===== src/rtl/gpio_irq_pkg.sv =====
package gpio_irq_pkg;

   localparam int unsigned WORD_W = 32;

   typedef logic [WORD_W-1:0] word_t;

   typedef enum logic [3:0] {
      SEL_NONE,
      SEL_SUMMARY,
      SEL_SUM_EN,
      SEL_PIN_IN,
      SEL_DOUT,
      SEL_DOE,
      SEL_LVL_POL,
      SEL_LVL_EN,
      SEL_EVT,
      SEL_EVT_EN,
      SEL_EVT_POL
   } reg_sel_e;

   // Byte offsets seen by software
   localparam logic [7:0] OFS_SUMMARY = 8'h00;
   localparam logic [7:0] OFS_SUM_EN  = 8'h04;
   localparam logic [7:0] OFS_PIN_IN  = 8'h40;
   localparam logic [7:0] OFS_DOUT    = 8'h44;
   localparam logic [7:0] OFS_DOE     = 8'h48;
   localparam logic [7:0] OFS_LVL_POL = 8'h50;
   localparam logic [7:0] OFS_LVL_EN  = 8'h54;
   localparam logic [7:0] OFS_EVT     = 8'h58;
   localparam logic [7:0] OFS_EVT_EN  = 8'h5C;
   localparam logic [7:0] OFS_EVT_POL = 8'h64;

   function automatic reg_sel_e decode_addr(input logic [7:0] a);
      case (a)
         OFS_SUMMARY: decode_addr = SEL_SUMMARY;
         OFS_SUM_EN:  decode_addr = SEL_SUM_EN;
         OFS_PIN_IN:  decode_addr = SEL_PIN_IN;
         OFS_DOUT:    decode_addr = SEL_DOUT;
         OFS_DOE:     decode_addr = SEL_DOE;
         OFS_LVL_POL: decode_addr = SEL_LVL_POL;
         OFS_LVL_EN:  decode_addr = SEL_LVL_EN;
         OFS_EVT:     decode_addr = SEL_EVT;
         OFS_EVT_EN:  decode_addr = SEL_EVT_EN;
         OFS_EVT_POL: decode_addr = SEL_EVT_POL;
         default:     decode_addr = SEL_NONE;
      endcase
   endfunction

endpackage


===== src/rtl/gpio_in_sync.sv =====
module gpio_in_sync #(
   parameter int unsigned WIDTH  = 16,
   parameter int unsigned STAGES = 2
) (
   input  logic             clk,
   input  logic             rst_n,
   input  logic [WIDTH-1:0] async_i,
   output logic [WIDTH-1:0] sync_o
);

   if (STAGES < 2) begin : g_bad_stages
      $error("gpio_in_sync: STAGES must be at least 2");
   end

   logic [WIDTH-1:0] chain_q [STAGES];

   for (genvar s = 0; s < STAGES; s++) begin : g_stage
      if (s == 0) begin : g_first
         always_ff @(posedge clk or negedge rst_n) begin
            if (!rst_n) chain_q[0] <= '0;
            else        chain_q[0] <= async_i;
         end
      end else begin : g_next
         always_ff @(posedge clk or negedge rst_n) begin
            if (!rst_n) chain_q[s] <= '0;
            else        chain_q[s] <= chain_q[s-1];
         end
      end
   end

   assign sync_o = chain_q[STAGES-1];


   first_stage_chk: assert property (@(posedge clk) disable iff (!rst_n)
      $past(rst_n) |-> chain_q[0] == $past(async_i));

endmodule


===== src/rtl/gpio_edge_event.sv =====
module gpio_edge_event #(
   parameter int unsigned WIDTH = 16
) (
   input  logic             clk,
   input  logic             rst_n,
   input  logic [WIDTH-1:0] sync_i,
   input  logic [WIDTH-1:0] fall_sel_i,
   input  logic [WIDTH-1:0] clr_i,
   output logic [WIDTH-1:0] event_o
);

   logic [WIDTH-1:0] prev_q;
   logic [WIDTH-1:0] event_q;
   logic [WIDTH-1:0] rise;
   logic [WIDTH-1:0] fall;
   logic [WIDTH-1:0] hit;

   always_comb begin
      rise = sync_i & ~prev_q;
      fall = ~sync_i & prev_q;
      hit  = (fall & fall_sel_i) | (rise & ~fall_sel_i);
   end

   always_ff @(posedge clk or negedge rst_n) begin
      if (!rst_n) begin
         prev_q  <= '0;
         event_q <= '0;
      end else begin
         prev_q  <= sync_i;
         event_q <= (event_q & ~clr_i) | hit;
      end
   end

   assign event_o = event_q;


   evt_clear_chk: assert property (@(posedge clk) disable iff (!rst_n)
      |clr_i |=> ((event_q & $past(clr_i & ~hit)) == '0));


   evt_edge_wins_chk: assert property (@(posedge clk) disable iff (!rst_n)
      |(clr_i & hit) |=> ((event_q & $past(clr_i & hit)) == $past(clr_i & hit)));


   evt_sticky_chk: assert property (@(posedge clk) disable iff (!rst_n)
      1'b1 |=> ((~event_q & $past(event_q & ~clr_i)) == '0));

endmodule


===== src/rtl/gpio_rd_mux.sv =====
module gpio_rd_mux
   import gpio_irq_pkg::*;
#(
   parameter int unsigned WIDTH = 16
) (
   input  reg_sel_e         sel_i,
   input  logic             rd_i,
   input  logic             summary_i,
   input  logic             sum_en_i,
   input  logic [WIDTH-1:0] pin_i,
   input  logic [WIDTH-1:0] dout_i,
   input  logic [WIDTH-1:0] doe_i,
   input  logic [WIDTH-1:0] lvl_pol_i,
   input  logic [WIDTH-1:0] lvl_en_i,
   input  logic [WIDTH-1:0] evt_i,
   input  logic [WIDTH-1:0] evt_en_i,
   input  logic [WIDTH-1:0] evt_pol_i,
   output word_t            rdata_o
);

   word_t sel_word;

   always_comb begin
      unique case (sel_i)
         SEL_SUMMARY: sel_word = word_t'(summary_i);
         SEL_SUM_EN:  sel_word = word_t'(sum_en_i);
         SEL_PIN_IN:  sel_word = word_t'(pin_i);
         SEL_DOUT:    sel_word = word_t'(dout_i);
         SEL_DOE:     sel_word = word_t'(doe_i);
         SEL_LVL_POL: sel_word = word_t'(lvl_pol_i);
         SEL_LVL_EN:  sel_word = word_t'(lvl_en_i);
         SEL_EVT:     sel_word = word_t'(evt_i);
         SEL_EVT_EN:  sel_word = word_t'(evt_en_i);
         SEL_EVT_POL: sel_word = word_t'(evt_pol_i);
         default:     sel_word = '0;
      endcase
      rdata_o = rd_i ? sel_word : '0;
   end

endmodule


===== src/rtl/gpio_irq_ctrl.sv =====
module gpio_irq_ctrl
   import gpio_irq_pkg::*;
#(
   parameter int unsigned NUM_PINS    = 16,
   parameter int unsigned ADDR_W      = 8,
   parameter int unsigned SYNC_STAGES = 2
) (
   input  logic                clk,
   input  logic                rst_n,
   input  logic                bus_valid,
   input  logic                bus_we,
   input  logic [ADDR_W-1:0]   bus_addr,
   input  logic [31:0]         bus_wdata,
   output logic [31:0]         bus_rdata,
   input  logic [NUM_PINS-1:0] pin_in,
   output logic [NUM_PINS-1:0] pin_out,
   output logic [NUM_PINS-1:0] pin_oe,
   output logic                irq
);

   localparam int unsigned W = NUM_PINS;

   if (NUM_PINS < 1 || NUM_PINS > WORD_W) begin : g_bad_pins
      $error("gpio_irq_ctrl: NUM_PINS must lie in 1..32");
   end
   if (ADDR_W != 8) begin : g_bad_addr
      $error("gpio_irq_ctrl: ADDR_W must be 8");
   end

   reg_sel_e     sel;
   logic         wr;
   logic         rd;
   logic [W-1:0] wbits;
   logic [W-1:0] pin_sync;
   logic [W-1:0] dout_q, doe_q, lvl_pol_q, lvl_en_q, evt_en_q, evt_pol_q;
   logic         sum_en_q;
   logic [W-1:0] evt_clr;
   logic [W-1:0] evt;
   logic [W-1:0] lvl_pend;
   logic [W-1:0] edge_pend;
   logic         summary;

   assign sel   = decode_addr(bus_addr);
   assign wr    = bus_valid & bus_we;
   assign rd    = bus_valid & ~bus_we;
   assign wbits = bus_wdata[W-1:0];

   gpio_in_sync #(.WIDTH(W), .STAGES(SYNC_STAGES)) u_sync (
      .clk     (clk),
      .rst_n   (rst_n),
      .async_i (pin_in),
      .sync_o  (pin_sync)
   );

   always_ff @(posedge clk or negedge rst_n) begin
      if (!rst_n) begin
         dout_q    <= '0;
         doe_q     <= '0;
         lvl_pol_q <= '0;
         lvl_en_q  <= '0;
         evt_en_q  <= '0;
         evt_pol_q <= '0;
         sum_en_q  <= 1'b0;
      end else if (wr) begin
         case (sel)
            SEL_DOUT:    dout_q    <= wbits;
            SEL_DOE:     doe_q     <= wbits;
            SEL_LVL_POL: lvl_pol_q <= wbits;
            SEL_LVL_EN:  lvl_en_q  <= wbits;
            SEL_EVT_EN:  evt_en_q  <= wbits;
            SEL_EVT_POL: evt_pol_q <= wbits;
            SEL_SUM_EN:  sum_en_q  <= bus_wdata[0];
            default:     ;
         endcase
      end
   end

   assign evt_clr = (wr && sel == SEL_EVT) ? wbits : '0;

   gpio_edge_event #(.WIDTH(W)) u_edge (
      .clk        (clk),
      .rst_n      (rst_n),
      .sync_i     (pin_sync),
      .fall_sel_i (evt_pol_q),
      .clr_i      (evt_clr),
      .event_o    (evt)
   );

   assign lvl_pend  = (pin_sync ^ lvl_pol_q) & lvl_en_q;
   assign edge_pend = evt & evt_en_q;
   assign summary   = |(lvl_pend | edge_pend);
   assign irq       = summary & sum_en_q;
   assign pin_oe    = doe_q;
   assign pin_out   = dout_q & doe_q;

   gpio_rd_mux #(.WIDTH(W)) u_rd (
      .sel_i     (sel),
      .rd_i      (rd),
      .summary_i (summary),
      .sum_en_i  (sum_en_q),
      .pin_i     (pin_sync),
      .dout_i    (dout_q),
      .doe_i     (doe_q),
      .lvl_pol_i (lvl_pol_q),
      .lvl_en_i  (lvl_en_q),
      .evt_i     (evt),
      .evt_en_i  (evt_en_q),
      .evt_pol_i (evt_pol_q),
      .rdata_o   (bus_rdata)
   );


   reset_idle_chk: assert property (@(posedge clk) disable iff (!rst_n)
      $rose(rst_n) |-> (pin_oe == '0 && pin_out == '0 && !irq));


   oe_gate_chk: assert property (@(posedge clk) disable iff (!rst_n)
      ((pin_out & ~pin_oe) == '0));


   irq_enable_chk: assert property (@(posedge clk) disable iff (!rst_n)
      irq |-> sum_en_q);


   sum_en_write_chk: assert property (@(posedge clk) disable iff (!rst_n)
      (wr && sel == SEL_SUM_EN) |=> (sum_en_q == $past(bus_wdata[0])));


   unmapped_read_chk: assert property (@(posedge clk) disable iff (!rst_n)
      (rd && sel == SEL_NONE) |-> (bus_rdata == '0));

endmodule


===== config.mk =====
export PLATFORM = sky130hd
export DESIGN_NAME = gpio_irq_ctrl
export DESIGN_NICKNAME = d
export VERILOG_FILES = /design/src/rtl/gpio_irq_pkg.sv /design/src/rtl/gpio_in_sync.sv /design/src/rtl/gpio_edge_event.sv /design/src/rtl/gpio_rd_mux.sv /design/src/rtl/gpio_irq_ctrl.sv
export SDC_FILE = /design/constraint.sdc
export NUM_CORES = 1
export LEC_CHECK = 0
export CAP_MARGIN = 20
export CORE_UTILIZATION = 60
export DETAILED_ROUTE_END_ITERATION = 8
export DONT_BUFFER_PORTS = 1
export PLACE_DENSITY_LB_ADDON = 0.25
export SLEW_MARGIN = 20
export SYNTH_ARGS = -nofsm -noshare
export SYNTH_HDL_FRONTEND = slang
export SYNTH_SLANG_ARGS = --single-unit

===== constraint.sdc =====
create_clock -name clk -period 3.1 [get_ports clk]
set_input_delay 0.465 -clock clk [delete_from_list [all_inputs] [get_ports clk]]
set_output_delay 0.465 -clock clk [all_outputs]
set_load 0.02 [all_outputs]

# After elaboration in Yosys (flattened, before gate mapping)
# Index checks and enable logic that the tools add are counted.
# totals
wordCells	64
in_bits	60
output_inout_bits	65
reg_bits	161
# classes
reduce_logical	10
n_eq_ne	19
n_mux	4
bitwise_logic	20
# op_table
operator	count
16-bit one-hot mux with 10 select lines	1
16-bit bitwise AND	8
8-bit by 7-bit == test with 1-bit output (second input constant)	8
16-bit NOT	4
16-bit OR	3
4-bit one-hot mux with 10 select lines	1
16-bit two-way mux	2
4-bit by 3-bit == test with 1-bit output (second input constant)	4
16-bit OR reduction	1
16-bit XOR	1
2-bit AND reduction	7
4-bit == test (second input constant)	3
4-bit by 2-bit == test with 1-bit output (second input constant)	2
8-bit by 3-bit == test with 1-bit output (second input constant)	1
8-bit logical NOT	1
4-bit by 1-bit == test with 1-bit output (second input constant)	1
1-bit bitwise AND	3
1-bit logical AND	1
1-bit NOT	1

# Logic depth before layout (Yosys ltp)
# logic_depth
ltp_word	8
depth_mapped	9
depth_no_buf	6

# Cells and area by module
# A second synthesis with hierarchy kept.
# unflattened
hier_cells	666
area_unflattened_um2	8008.9
# modules_own_cells
module	cells_each	seq_area_each_um2	area_per_inst_um2	instances
gpio_irq_ctrl	322	2427.3	4434.3	1
gpio_rd_mux	200	0.0	1433.9	1
gpio_edge_event	96	800.8	1219.9	1
gpio_in_sync	48	800.8	920.9	1

# Worst setup path after synthesis
# Ideal clock, no wire load.
# synth_path
kind	input to output
startpoint	input port bus_addr[4]
endpoint	output port bus_rdata[14]
n_path_buf	2
t_required_ns	2.635
stages	8
setup_slack_ns	0.565
t_arrival_ns	2.070
path_cell_list	buf_4 -> nor2b_1 -> mux2i_1 -> nor3_2 -> nor3_4 -> buf_2 -> nand2_1 -> a31oi_1
# synth_between
elab_chain_len	5
word_cells_on_any_way	23
cone_classes	19 x eq/ne; 3 x mux; 1 x reduce/logical
# synth_rtl
item	line_no	rtl
from (decl)	gpio_irq_ctrl.sv:12	input logic [ADDR_W-1:0] bus_addr,
8-bit by 7-bit == test with 1-bit output, or another cell as far along	gpio_irq_pkg.sv:34	case (a)
4-bit one-hot mux with 10 select lines *	gpio_irq_pkg.sv:34	
4-bit == test, or another cell as far along	gpio_rd_mux.sv:24	unique case (sel_i)
16-bit one-hot mux with 10 select lines *	gpio_rd_mux.sv:24	
16-bit two-way mux *	gpio_rd_mux.sv:37	rdata_o = rd_i ? sel_word : '0;
to (decl)	gpio_irq_ctrl.sv:14	output logic [31:0] bus_rdata,
# Every way passes the cells marked *; elsewhere a longest branch is shown, timed or not.

# Final worst setup path
# layout_path
startpoint	register u_edge.event_q[8], in the netlist u_edge.event_o[8]
endpoint	output port bus_rdata[0]
# layout_between
elab_chain_len	5
# layout_rtl
item	line_no	rtl
from (decl)	gpio_edge_event.sv:13	logic [WIDTH-1:0] event_q;
from (signal assigned)	gpio_edge_event.sv:30	event_q <= (event_q & ~clr_i) | hit;
16-bit bitwise AND	gpio_irq_ctrl.sv:90	assign edge_pend = evt & evt_en_q;
16-bit OR	gpio_irq_ctrl.sv:91	assign summary = |(lvl_pend | edge_pend);
16-bit OR reduction	gpio_irq_ctrl.sv:91	
16-bit one-hot mux with 10 select lines	gpio_rd_mux.sv:24	
16-bit two-way mux	gpio_rd_mux.sv:37	
# Every way passes these cells.

==> metrics.cfg <==
[timing]
timing.final.crit_period_ns = 3.069
fin_hold_ws_ns = -0.2795
finalCritPeriodShare_pct = 99.01
hold_viol = 161
clock.fmax_mhz = 325.8
rsz0062_at_grt = false
setup_viol = 0
tightest_slew_ns = 0.5591
finClkSkew_ns = 0.006699
slew_viol_final = 0
tns_ns = 0
relSlewSlack_pct = 62.44

[final_layout]
seq_area_um2 = 4029
post-route-util_pct = 70.13
final_layout_size_suffix_gt1_share_pct = 24.21
multiInputGateArea_um2 = 3329
design.final.nets = 741
diodes = 0
nFillCells = 897
layout_commonest_cell = dfrtp_1
final_cell_mix = dfrtp_1, nand2_1, mux2_2, nor2_1, buf_4
syn2layout_area_growth_pct = 12.45

[clock_network]
htreeDepth = 4
clk_latency_ns = 0.44
postCtsSetupBuffers = 0
clock-sinks = 161
cts.reportedPaths.clkPinSlew_ns = 0.07
cts_resized = 0
cts_buffer_depth = 2
cts_tree = built
root_buffer = clkbuf_16
cts_buffers = 17

[detailed_routing]
vias = 5332
first_pass_iters = 5
drc = 0
drtIter0Drc = 507
antenna_left = 0
via_per_inst = 6.186
wl_um = 19280
avgRoutedWirePerCell_um = 22.36

[yosys]
yosysWarnings = 0
ys.flop_type = dfrtp_1
avgSynthCellArea_um2 = 11.74
ys_ff_latch = 161
synth_edf_count = 0
async_flop_share_pct = 100.0
yosysSeqAreaShare_pct = 53.12
synthCells = 646
synth_area_um2 = 7585
ys_types = 49

[pwr]
powerDensity_nw_per_um2 = 551.8
ir_worst_vdd_mv = 0.6865
power_mw = 4.707
p_leak_nw = 3.962

[placement]
port_buffers = 0
gp_congestion = 0.9143
dp_hpwl_um = 12780

[global_route]
gr-total-overflow = 0
grt_max_degree = 162
grt_first_pass_wirelength_um = 29590
grt_usage_pct = 31.53
grt_antenna_before_repair = 0
grt_pass1_vias = 5357

[critical_path]
critical-path-top-delay-family = simple AND/OR/NAND/NOR gates
slowest_delay_ns = 0.45
critPathKind = flop to primary output
cp-start-kind = flop
worstSetupEndpointType = primary output
worst-path-buf-inv = 1
cp_slowest_cell = dfrtp_1
worstPathArrival_ns = 2.60
path_cells = a22o_1, a221oi_1, nand4_1, nor4_1, or3_1, a21oi_1, buf_4
critPathMaxFanout = 3
crit_required_ns = 2.63

[floorplanning]
start_util_pct = 62.37
io_pins = 125
rows = 40
die-height_um = 114.4
dieArea_um2 = 13100
die_w_um = 114.4
design.core.area_um2 = 12160

[run_status]
status = complete, but fails checks
failed_checks = negative hold slack

[job]
cap_violations = 0

[worst_hold_path]
worstHoldPathType = input pin to asynchronous set/reset pin

## sequential cells by signal, indices dropped and copies added (netlist names)
| name | count |
|---|---|
| dout_q | 16 |
| evt_en_q | 16 |
| evt_pol_q | 16 |
| lvl_en_q | 16 |
| lvl_pol_q | 16 |
| pin_oe | 16 |
| sum_en_q | 1 |
| u_edge.event_o | 16 |
| u_edge.prev_q | 16 |
| u_sync.chain_q | 16 |
| u_sync.sync_o | 16 |
## final timing paths
path / startpoint / end / slack [ns] / cells past startpoint
worst max-delay path: u_edge.event_o[8] / bus_rdata[0] / 0.03 / 7
worst min-delay path: rst_n / evt_pol_q[4] / -0.28 / 0
worst max register to register: pin_oe[2] / pin_oe[2] / 2.18 / 1
worst min register to register: u_sync.chain_q[31] / u_sync.sync_o[15] / 0.35 / 0
max in group asynchronous: rst_n / lvl_pol_q[12] / 3.22 / 0
min in group clk: pin_in[11] / u_sync.chain_q[27] / 0.05 / 0
## through the flow
stage	area [µm²]	std cells	worst slack, ns
floorplan	7641	661	0.5655
global placement	7888	830	0.5588
detailed placement	7888	830	0.5560
CTS	8529	862	0.08313
global route	8529	862	0.02360
finish	8529	862	0.03065
## report_power, final
group	switching (mW)	internal, mW	total, mW
Clock	0.883	1.38	2.26
Sequential	0.0773	2.18	2.26
Combinational	0.0953	0.0904	0.186
Total	1.06	3.65	4.71
## synthesized netlist by cell type, drive strengths merged (12+ instances only)
master  instances  area, µm²
dfrtp         161       4029
nand2          98      370.4
mux2           97       1167
nor2           54      225.2
buf            35      262.8
a22oi          26      195.2
a21oi          18      90.09
and2           18      112.6
mux2i          18      180.2
o211ai         16      120.1
xor2           16      140.1
a221oi         12      105.1
a31oi          12      75.07
## cell type report
type / count / area share, %
Clock buffer: 18 / 5.149
Clock inverter: 14 / 2.376
Inverter: 1 / 0.04401
Multi-Input combinational cell: 458 / 39.03
Sequential cell: 161 / 47.23
Tap cell: 168 / 2.464
Timing Repair Buffer: 42 / 3.697
## metal layers
metal	GRT usage, %	wire, µm	vias to the layer above
li1	-	-	2360
met1	42.88	8320	2659
met2	48.24	8952	260
met3	6.723	1348	53
met4	15.84	656	0
met5	0	0	-
## kinds of logic (layout without fill, tap and decap cells)
| kind of cell | Yosys count | after routing | share of synthesized area, % |
|---|---|---|---|
| AOI/OAI and AO/OA | 103 | 103 | 9.585 |
| DFF | 161 | 161 | 53.12 |
| buffers and inverters | 42 | 75 | 3.811 |
| other | 1 | 16 | 0.04944 |
| and+or+nand+nor | 205 | 205 | 13.48 |
| xor gates and xnor gates | 19 | 19 | 2.194 |
| muxes | 115 | 115 | 17.77 |
No activity file was read; power rests on OpenSTA's default activity.
